<file path="config.mk">
export PLATFORM = sky130hd
export DESIGN_NAME = ts_event_queue
export DESIGN_NICKNAME = d
export VERILOG_FILES = /design/src/rtl/ts_evq_pkg.sv /design/src/rtl/ts_evq_edge.sv /design/src/rtl/ts_evq_collect.sv /design/src/rtl/ts_evq_store.sv /design/src/rtl/ts_event_queue.sv
export SDC_FILE = /design/constraint.sdc
export NUM_CORES = 2
export LEC_CHECK = 0
export ABC_AREA = 1
export BUFFER_PORTS_ARGS = -buffer_cell sky130_fd_sc_hd__buf_2
export CAP_MARGIN = 20
export CORE_MARGIN = 1.5
export CORE_UTILIZATION = 56
export CTS_BUF_LIST = sky130_fd_sc_hd__clkbuf_8
export DETAILED_ROUTE_END_ITERATION = 12
export PLACE_DENSITY = 0.88
export SYNTH_ARGS = -nofsm -noshare
export SYNTH_HDL_FRONTEND = slang
export SYNTH_SLANG_ARGS = --single-unit
</file>
<file path="constraint.sdc">
create_clock -name clk -period 8.99 [get_ports clk]
set_input_delay 0.899 -clock clk [delete_from_list [all_inputs] [get_ports clk]]
set_output_delay 0.899 -clock clk [all_outputs]
set_load 0.1 [all_outputs]
</file>
<file path="src/rtl/ts_evq_pkg.sv">
// Shared types for the timestamp event queue.
// Assumes a 64-bit time value and the descriptor layout decoded by software.
package ts_evq_pkg;

    typedef enum logic [3:0] {
        EV_SW_PUSH  = 4'd0,
        EV_ROLLOVER = 4'd1,
        EV_HALF_ROLL = 4'd2,
        EV_HW_PUSH  = 4'd3,
        EV_ETH_RX   = 4'd4,
        EV_ETH_TX   = 4'd5,
        EV_COMPARE  = 4'd6,
        EV_HOST_TX  = 4'd7
    } ev_kind_e;

    typedef struct packed {
        logic [63:0] ts;
        logic [4:0]  port;
        ev_kind_e    kind;
        logic [3:0]  msg;
        logic [15:0] seq;
        logic [7:0]  domain;
    } ev_rec_t;

    // Packs the descriptor word in the layout software decodes.
    function automatic logic [31:0] pack_desc(input ev_rec_t r);
        return {3'b000, r.port, r.kind, r.msg, r.seq};
    endfunction

endpackage

</file>
<file path="src/rtl/ts_evq_edge.sv">
// Rising-edge detector for the hardware push inputs.
// Assumes inputs are already synchronized to clk. An input that is high
// when reset releases does not count as an edge, since the previous value
// is tracked during reset as well.
module ts_evq_edge #(
    parameter int N_HW = 8
) (
    input  logic            clk,
    input  logic            rst_n,
    input  logic [N_HW-1:0] hw_in,
    input  logic [N_HW-1:0] hw_en,
    output logic [N_HW-1:0] rise
);

    logic [N_HW-1:0] prev_q;

    // Track the previous level of every input, in and out of reset.
    always_ff @(posedge clk) begin
        prev_q <= hw_in;
    end

    // An edge counts only on an enabled input.
    always_comb begin
        rise = hw_in & ~prev_q & hw_en;
    end

    for (genvar k = 0; k < N_HW; k++) begin : g_chk
        AST_RISE_ONLY: assert property (@(posedge clk) disable iff (!rst_n)
            rise[k] |-> (hw_in[k] && !$past(hw_in[k]) && hw_en[k]));
    end

endmodule

</file>
<file path="src/rtl/ts_evq_collect.sv">
// Builds one candidate record per source and gives each active source its
// slot offset, counting only active sources of higher priority.
// Priority (lowest index first): software push, hardware inputs, Ethernet.
// Assumes N_HW <= 31 so that port k+1 fits the 5-bit port field.
module ts_evq_collect
    import ts_evq_pkg::*;
#(
    parameter int N_HW  = 8,
    parameter int NSRC  = N_HW + 2,
    parameter int SRC_W = $clog2(NSRC + 1)
) (
    input  logic [63:0]      ts_now,
    input  logic             sw_push,
    input  logic [N_HW-1:0]  rise,
    input  logic             cfg_rx_ts_en,
    input  logic             eth_valid,
    input  logic             eth_is_tx,
    input  logic [3:0]       eth_msg_type,
    input  logic [15:0]      eth_seq_id,
    input  logic [4:0]       eth_port,
    input  logic [7:0]       eth_domain,
    output logic [NSRC-1:0]  act,
    output ev_rec_t          recs [NSRC],
    output logic [SRC_W-1:0] off  [NSRC]
);

    localparam int ETH_IDX = NSRC - 1;

    logic [SRC_W-1:0] run;

    // Form the request vector and the record each source would store.
    always_comb begin
        for (int i = 0; i < NSRC; i++) begin
            recs[i]    = '0;
            recs[i].ts = ts_now;
        end
        act            = '0;
        act[0]         = sw_push;
        recs[0].kind   = EV_SW_PUSH;
        for (int k = 0; k < N_HW; k++) begin
            act[k+1]       = rise[k];
            recs[k+1].kind = EV_HW_PUSH;
            recs[k+1].port = 5'(k + 1);
        end
        act[ETH_IDX]           = eth_valid && (eth_is_tx || cfg_rx_ts_en);
        recs[ETH_IDX].kind     = eth_is_tx ? EV_ETH_TX : EV_ETH_RX;
        recs[ETH_IDX].port     = eth_port;
        recs[ETH_IDX].msg      = eth_msg_type;
        recs[ETH_IDX].seq      = eth_seq_id;
        recs[ETH_IDX].domain   = eth_domain;
    end

    // Running count of higher-priority requests gives each source its slot.
    always_comb begin
        run = '0;
        for (int i = 0; i < NSRC; i++) begin
            off[i] = run;
            run    = run + SRC_W'(act[i]);
        end
    end

endmodule

</file>
<file path="src/rtl/ts_evq_store.sv">
// Circular record store with multi-write per cycle and single pop.
// Assumes DEPTH is a power of two. Space is judged on the occupancy at the
// start of the cycle; a pop in the same cycle frees its slot for the next.
module ts_evq_store
    import ts_evq_pkg::*;
#(
    parameter int DEPTH = 16,
    parameter int NSRC  = 10,
    parameter int SRC_W = $clog2(NSRC + 1)
) (
    input  logic             clk,
    input  logic             rst_n,
    input  logic [NSRC-1:0]  act,
    input  ev_rec_t          recs [NSRC],
    input  logic [SRC_W-1:0] off  [NSRC],
    input  logic             pop_strobe,
    output ev_rec_t          head,
    output logic             pend,
    output logic             overflow
);

    localparam int PTR_W = $clog2(DEPTH);
    localparam int CNT_W = PTR_W + 1;

    ev_rec_t          mem [DEPTH];
    logic [PTR_W-1:0] wr_ptr;
    logic [PTR_W-1:0] rd_ptr;
    logic [CNT_W-1:0] count;
    logic [CNT_W-1:0] free;
    logic [CNT_W-1:0] nacc;
    logic [SRC_W-1:0] nact;
    logic             pop_fire;
    logic             drop;

    // Space bookkeeping for this cycle's requests.
    always_comb begin
        nact     = off[NSRC-1] + SRC_W'(act[NSRC-1]);
        free     = CNT_W'(DEPTH) - count;
        nacc     = (int'(nact) < int'(free)) ? CNT_W'(nact) : free;
        drop     = int'(nact) > int'(free);
        pop_fire = pop_strobe && (count != '0);
    end

    // Write every active source that still finds a free slot.
    always_ff @(posedge clk) begin
        if (rst_n) begin
            for (int i = 0; i < NSRC; i++) begin
                if (act[i] && (int'(off[i]) < int'(free))) begin
                    mem[wr_ptr + PTR_W'(off[i])] <= recs[i];
                end
            end
        end
    end

    // Pointers, occupancy and sticky overflow.
    always_ff @(posedge clk) begin
        if (!rst_n) begin
            wr_ptr   <= '0;
            rd_ptr   <= '0;
            count    <= '0;
            overflow <= 1'b0;
        end else begin
            wr_ptr   <= wr_ptr + PTR_W'(nacc);
            rd_ptr   <= rd_ptr + PTR_W'(pop_fire);
            count    <= count + nacc - CNT_W'(pop_fire);
            overflow <= overflow | drop;
        end
    end

    // Present the head record, or zeros when empty.
    always_comb begin
        pend = (count != '0);
        head = pend ? mem[rd_ptr] : '0;
    end

    AST_COUNT_BOUND: assert property (@(posedge clk) disable iff (!rst_n)
        count <= CNT_W'(DEPTH));
    AST_FULL_HOLD: assert property (@(posedge clk) disable iff (!rst_n)
        (count == CNT_W'(DEPTH) && !pop_strobe) |=> (count == CNT_W'(DEPTH)));
    AST_OVF_STICKY: assert property (@(posedge clk) disable iff (!rst_n)
        overflow |=> overflow);
    AST_LAST_POP: assert property (@(posedge clk) disable iff (!rst_n)
        (pop_strobe && count == CNT_W'(1) && act == '0) |=> !pend);
    AST_PUSH_PENDS: assert property (@(posedge clk) disable iff (!rst_n)
        (act != '0) |=> pend);

endmodule

</file>
<file path="src/rtl/ts_event_queue.sv">
// Timestamp event queue top: hardware edge detection, source collection,
// record store and the read-word / status view seen by software.
// Assumes hardware inputs are synchronous and ts_now is the running time.
module ts_event_queue
    import ts_evq_pkg::*;
#(
    parameter int DEPTH = 16,
    parameter int N_HW  = 8
) (
    input  logic            clk,
    input  logic            rst_n,
    input  logic [63:0]     ts_now,
    input  logic            cfg_rx_ts_en,
    input  logic [N_HW-1:0] cfg_hw_en,
    input  logic            cfg_irq_en,
    input  logic            sw_push,
    input  logic [N_HW-1:0] hw_push_in,
    input  logic            eth_valid,
    input  logic            eth_is_tx,
    input  logic [3:0]      eth_msg_type,
    input  logic [15:0]     eth_seq_id,
    input  logic [4:0]      eth_port,
    input  logic [7:0]      eth_domain,
    input  logic            pop_strobe,
    output logic [31:0]     rd_ts_lo,
    output logic [31:0]     rd_desc,
    output logic [31:0]     rd_domain,
    output logic [31:0]     rd_ts_hi,
    output logic            pend_raw,
    output logic            pend_masked,
    output logic            irq_o,
    output logic            overflow_o
);

    localparam int NSRC  = N_HW + 2;
    localparam int SRC_W = $clog2(NSRC + 1);

    logic [N_HW-1:0]  rise;
    logic [NSRC-1:0]  act;
    ev_rec_t          recs [NSRC];
    logic [SRC_W-1:0] off  [NSRC];
    ev_rec_t          head;

    ts_evq_edge #(.N_HW(N_HW)) u_edge (
        .clk   (clk),
        .rst_n (rst_n),
        .hw_in (hw_push_in),
        .hw_en (cfg_hw_en),
        .rise  (rise)
    );

    ts_evq_collect #(.N_HW(N_HW), .NSRC(NSRC), .SRC_W(SRC_W)) u_collect (
        .ts_now       (ts_now),
        .sw_push      (sw_push),
        .rise         (rise),
        .cfg_rx_ts_en (cfg_rx_ts_en),
        .eth_valid    (eth_valid),
        .eth_is_tx    (eth_is_tx),
        .eth_msg_type (eth_msg_type),
        .eth_seq_id   (eth_seq_id),
        .eth_port     (eth_port),
        .eth_domain   (eth_domain),
        .act          (act),
        .recs         (recs),
        .off          (off)
    );

    ts_evq_store #(.DEPTH(DEPTH), .NSRC(NSRC), .SRC_W(SRC_W)) u_store (
        .clk        (clk),
        .rst_n      (rst_n),
        .act        (act),
        .recs       (recs),
        .off        (off),
        .pop_strobe (pop_strobe),
        .head       (head),
        .pend       (pend_raw),
        .overflow   (overflow_o)
    );

    // Software view of the head record and gated status.
    always_comb begin
        rd_ts_lo    = head.ts[31:0];
        rd_ts_hi    = head.ts[63:32];
        rd_desc     = pack_desc(head);
        rd_domain   = {24'h0, head.domain};
        pend_masked = pend_raw && cfg_irq_en;
        irq_o       = pend_masked;
    end

    AST_IRQ_GATED: assert property (@(posedge clk) disable iff (!rst_n)
        irq_o |-> (cfg_irq_en && pend_raw));
    AST_EMPTY_ZERO: assert property (@(posedge clk) disable iff (!rst_n)
        !pend_raw |-> (rd_desc == 32'h0 && rd_ts_lo == 32'h0));

endmodule

</file>
# --- Yosys cells after proc, flatten, opt, wreduce, memory -nomap -nowiden ---
# Memories as Yosys holds them, arrays and structs flattened. A register that Yosys moved wholly into a read port is not among the register bits.
# Index checks and enable logic that the tools add are counted.
word_totals:
  n_memories: 1
  output_inout_bits: 132
  in_bits: 121
  elab_cells: 94
  mem_bits_rw: 1600
  ff_bits: 22
mem_list:
  columns: ["name", "depth", "width", "rd", "rd_clocked_by_memory_dff", "write_ports", "line", "text"]
  rows:
  - ["u_store.mem", 16, 100, 1, 1, 10, "ts_evq_store.sv:25", "ev_rec_t mem [DEPTH];"]
classes:
  n_addsub: 23
  order_cmp: 12
  n_bitwise: 4
  n_reduce_logical: 15
  mux: 34
op_table:
  columns: ["op", "n"]
  rows:
  - ["$mux W101", 1]
  - ["$add A4 B1 Y4", 10]
  - ["$lt A4 B5 Y1", 8]
  - ["$add A4 B4 Y4", 8]
  - ["$mux W1", 31]
  - ["$and A8 B8 Y8", 2]
  - ["$logic_and A1 B1 Y1", 13]
  - ["$not A8 Y8", 1]
  - ["$add A5 B5 Y5", 1]
  - ["$gt A4 B5 Y1", 1]
  - ["$lt A1 B5 Y1", 1]
  - ["$lt A1 B5 Y1 const A", 1]
  - ["$lt A2 B5 Y1", 1]
  - ["$mux W5", 1]
  - ["$reduce_bool A5 Y1", 1]
  - ["$sub A5 B1 Y5", 1]
  - ["$sub A5 B5 Y5 const A", 1]
  - ["$add A4 B2 Y4", 1]
  - ["$mux W4", 1]
  - ["$add A1 B1 Y2", 1]
  - ["$logic_or A1 B1 Y1", 1]
  - ["$or A1 B1 Y1", 1]

# --- Logic depth before layout (Yosys ltp) ---
logic_depth:
  depth_word: 16
  depth_mapped: 38

# --- Cells and area by module ---
# Synthesis repeated with hierarchy kept, for this count alone.
unflattened:
  cells_unflattened: 39153
  area_unflattened_um2: 217662.5
modules_own_cells:
  columns: ["mod", "area_each_um2", "seq_area_each_um2", "cells_per_inst", "n_inst"]
  rows:
  - ["ts_evq_store", 208688.9, 48806.8, 37942, 1]
  - ["ts_evq_collect", 8511.9, 0.0, 1156, 1]
  - ["ts_evq_edge", 240.2, 160.2, 24, 1]
  - ["ts_event_queue", 221.5, 0.0, 31, 1]

# --- Least setup slack after synthesis ---
# No wires, ideal clock.
synth_timing:
  path_type: "input-to-reg"
  startpoint: "input cfg_hw_en[0]"
  endpoint: "memory u_store.mem[8][0] (netlist bit), enable pin"
  t_required_ns: 7.627
  setup_time_ns: 1.363
  cell_stages: 24
  arrival_time_ns: 8.084
  slack_ns: -0.457
  path_cell_list: "nand2_1 nor2_1 fa_1 ha_1 ha_1 ha_1 ha_1 ha_1 ha_1 nand2_1 nand3b_1 nand2_1 inv_1 ha_1 a21oi_1 nand2_1 xor2_1 inv_1 nand3_2 nand2_2 buf_12 nand3_2 buf_4 nand4_1"
synth_rtl:
  columns: ["element", "line", "text"]
  rows:
  - ["start: declaration", "ts_event_queue.sv:14", "input logic [N_HW-1:0] cfg_hw_en,"]
  - ["end: declaration", "ts_evq_store.sv:25", null]

==> key figures <==
Run status
  – Status: finished, final reports clean

Critical path
  – Critical path origin: u_edge.prev_q[0]
  – Critical Path Fanout Max: between 50 and 60
  – Crit end category: flip-flop
  – CP endpoint: u_store.mem[14][45]
  – FF-to-FF End: u_store.mem[14][45]
  – Cell depth of the worst flop-to-flop path: 24
  – Register-to-register setup slack: ~2100 ps
  – RR Startpoint: u_edge.prev_q[0]
  – Classification of the worst setup path: reg2reg
  – WP data arrival: about 7600 ps
  – Worst endpoint required time: 9660 ps
  – CP Launch Type: flip-flop

Route
  – Drt wl/cell: 25.6 µm
  – Via Count: 55100
  – Vias/cell: ~6.5
  – Post-route DRC: 0
  – Wirelength, routed: ~220000 µm
  – Antenna Nets Post-Route: 0
  – Initial drt markers: 9042
  – 1st-pass router iterations: 8

Power and ir drop
  – PwrDens: about 330 nW/µm²
  – Total power: 26.2 mW
  – Peak VDD IR: between 0.4 and 0.5 mV
  – P_leak: approximately 29 nW

Yosys
  – Synth Register Bits: ~1600
  – Share of the yosys chip area belonging to registers: around two thirds
  – Ys async rst share: 0%
  – Synth cell types: 47
  – Primary FF master, synth: edfxtp_1
  – Warning count from the yosys run: 0
  – Post-Syn Area: slightly above 70000 µm²
  – Cells after Synth: 6477
  – Mapped Avg Cell Area: ~11 µm²
  – EDFF count, synth: roughly 1600

Layout
  – Area delta synth->final: 9.14%
  – Final Util: 61.7%
  – NumNets Final: approximately 6800
  – Layout cells sized above 1: between 10 and 15%
  – Fillers: 9150
  – Fin area: approximately 80000 µm²

GRT
  – Vias in the first global route: approximately 54000
  – Pin count of the biggest net entering global routing: roughly 220
  – All-Layer GR Usage: approximately 32%
  – Global-route wire length before repair: 319000 µm
  – Gr ovfl total: 0
  – Initial antenna violation count: 14

Die
  – Die height: between 300 and 400 µm
  – Initial Util: 56.5%
  – Row Count: ~130
  – Die area: about 130000 µm²
  – Core ar.: 128000 µm²
  – # IOs: roughly 250
  – Die X: about 360 µm

Clock network
  – CTS Buf Count: between 200 and 250
  – Clock Root Buffer: clkbuf_8
  – CTS Buffer Depth: 3
  – CTS tree: done
  – Postcts setup bufs: 0
  – Clk sinks: between 1500 and 2000
  – CTS H-tree lvls: 4
  – Clock Pin Slew Worst Setup and Hold Paths: 60 ps
  – Clock latency on the worst-skew pair: a little over 1000 ps

Place
  – RD Place Congestion: roughly 1.0
  – HPWL Detailed: approximately 120000 µm
  – Cell Area, Placed: 74400 µm²
  – PortBufs: approximately 220
  – Pre-CTS WS: ~1400 ps

STA
  – Tcrit/Tclk final: approximately three quarters
  – Post-layout min period: between 6000 and 7000 ps
  – Slew margin rel.: between 10% and 20%
  – Setup TNS: 0 ps
  – Worst slew pin tran: roughly 1200 ps
  – Final WS setup: about 2100 ps
  – Clk_skew: 75.6 ps
  – RSZ-0062 raised after global routing: no
  – Final setup vio count: 0
  – Slew Limit Fails: 0
  – F_max: ~140 MHz
  – Endpoints failing hold: 0

Job
  – Max Cap Viol: 0

Hold path
  – Hold path depth: 1
  – HP Class: in2reg
==> layout make-up <==
type / instances / area [µm²] / share of cell area [%]
Antenna cell: 7 / 17.5 / 0.0222
Clock inverter: 187 / 987 / 1.25
Timing Repair Buffer: 307 / 1990 / 2.52
Inverter: 277 / 1060 / 1.35
Sequential cell: 1622 / 48200 / 61.2
Clock buffer: 234 / 3220 / 4.09
Tap cell: 1662 / 2080 / 2.64
Multi-Input combinational cell: 4124 / 21200 / 27.0
==> worst min path at each step <==
| stage | startpoint | to | slack, ps |
|---|---|---|---|
| after floorplan | u_store.mem[10][30] | u_store.mem[10][30] | 410 |
| after global placement | u_store.mem[10][30] | u_store.mem[10][30] | 430 |
| after detailed placement | u_store.mem[7][30] | u_store.mem[7][30] | 440 |
| after CTS | hw_push_in[3] | u_edge.prev_q[3] | 2 |
| after global routing | hw_push_in[2] | u_edge.prev_q[2] | 50 |
| final | hw_push_in[3] | u_edge.prev_q[3] | 80 |
==> what timing repair did <==
action	4_1_cts	5_1_grt
endpoints found under the hold margin	2	0
hold buffers	2	0
resized for setup	0	0
setup endpoints to repair	0	0
==> cells in the final DEF, fill, tap and decap left out, drive strengths merged, types with 31 or more instances in the layout <==
cell type,n
nand2,518
nor2,1488
inv,386
nor3,31
o21ai,880
clkbuf,234
dfxtp,54
o211ai,126
o221ai,275
o22ai,124
ha,74
nand3,340
buf,305
clkinv,72
a21oi,127
edfxtp,1568
==> state kept, by name (all words and copies together) (netlist names) <==
signal / cells
u_store.overflow: 1
u_edge.prev_q: 8
u_store.mem: 1600
u_store.rd_ptr: 4
u_store.wr_ptr: 4
u_store.count: 5
==> stage by stage <==
step,hold WS (ps),cells
final,77.1,8420
after global routing,47.3,8418
after CTS,1.84,8409
after detailed placement,441,7986
after global placement,428,7986
after floorplan,414,6504
==> cells in the mapped netlist (all sizes together), types with 54 or more instances <==
| master | number | area (µm²) |
|---|---|---|
| o221ai | 275 | 2410 |
| buf | 99 | 673 |
| nand2 | 518 | 2000 |
| nor2 | 1488 | 5890 |
| dfxtp | 54 | 1080 |
| o22ai | 124 | 776 |
| ha | 74 | 926 |
| clkbuf | 382 | 1430 |
| o211ai | 126 | 946 |
| inv | 274 | 1030 |
| nand3 | 340 | 1750 |
| o21ai | 880 | 4400 |
| a21oi | 127 | 636 |
| edfxtp | 1568 | 47100 |
==> worst max-delay path, cell delays in order, from the launching register on <==
cell,delay (ps)
dfxtp_1,310
nor2_2,150
fa_1,520
ha_4,210
ha_1,460
ha_4,280
ha_4,270
ha_4,270
ha_4,280
nand2_1,80
nand3b_1,210
nand2_1,140
inv_1,90
ha_1,320
a21oi_1,140
nand2_1,70
xor2_1,210
inv_1,100
nand3_2,90
nand2_2,280
nand2_2,170
nor2_2,120
inv_2,550
nand3_4,720
buf_12,470
==> logic make-up after synthesis <==
family                     after synthesis  synth area share (%)
AOI/OAI and AO/OA                     1553                  12.9
xor gates and xnor gates                30                 0.364
adders and majority gates               85                  1.59
buffers and inverters                  758                  4.36
DFF                                   1622                  66.7
other                                    1               0.00520
and+or+nand+nor                       2428                  14.0
==> where the power goes <==
part / leakage (nW) / total, mW / switching [mW] / internal (mW)
registers: 14.9 / 10.3 / 0.425 / 9.89
clock network: 2.51 / 5.38 / 2.85 / 2.53
logic: 11.2 / 10.5 / 8.53 / 1.96
==> routing by layer <==
| metal | vias up | global-route usage [%] | part of all wire [%] |
|---|---|---|---|
| li1 | 23600 | - | - |
| met1 | 26200 | 42.1 | 35 |
| met2 | 4632 | 50.7 | 47 |
| met3 | 745 | 7.80 | 14 |
| met4 | 16 | 16.1 | 4.8 |
| met5 | - | 0 | 0.057 |
Note: power is estimated with default switching activity, not from simulation.
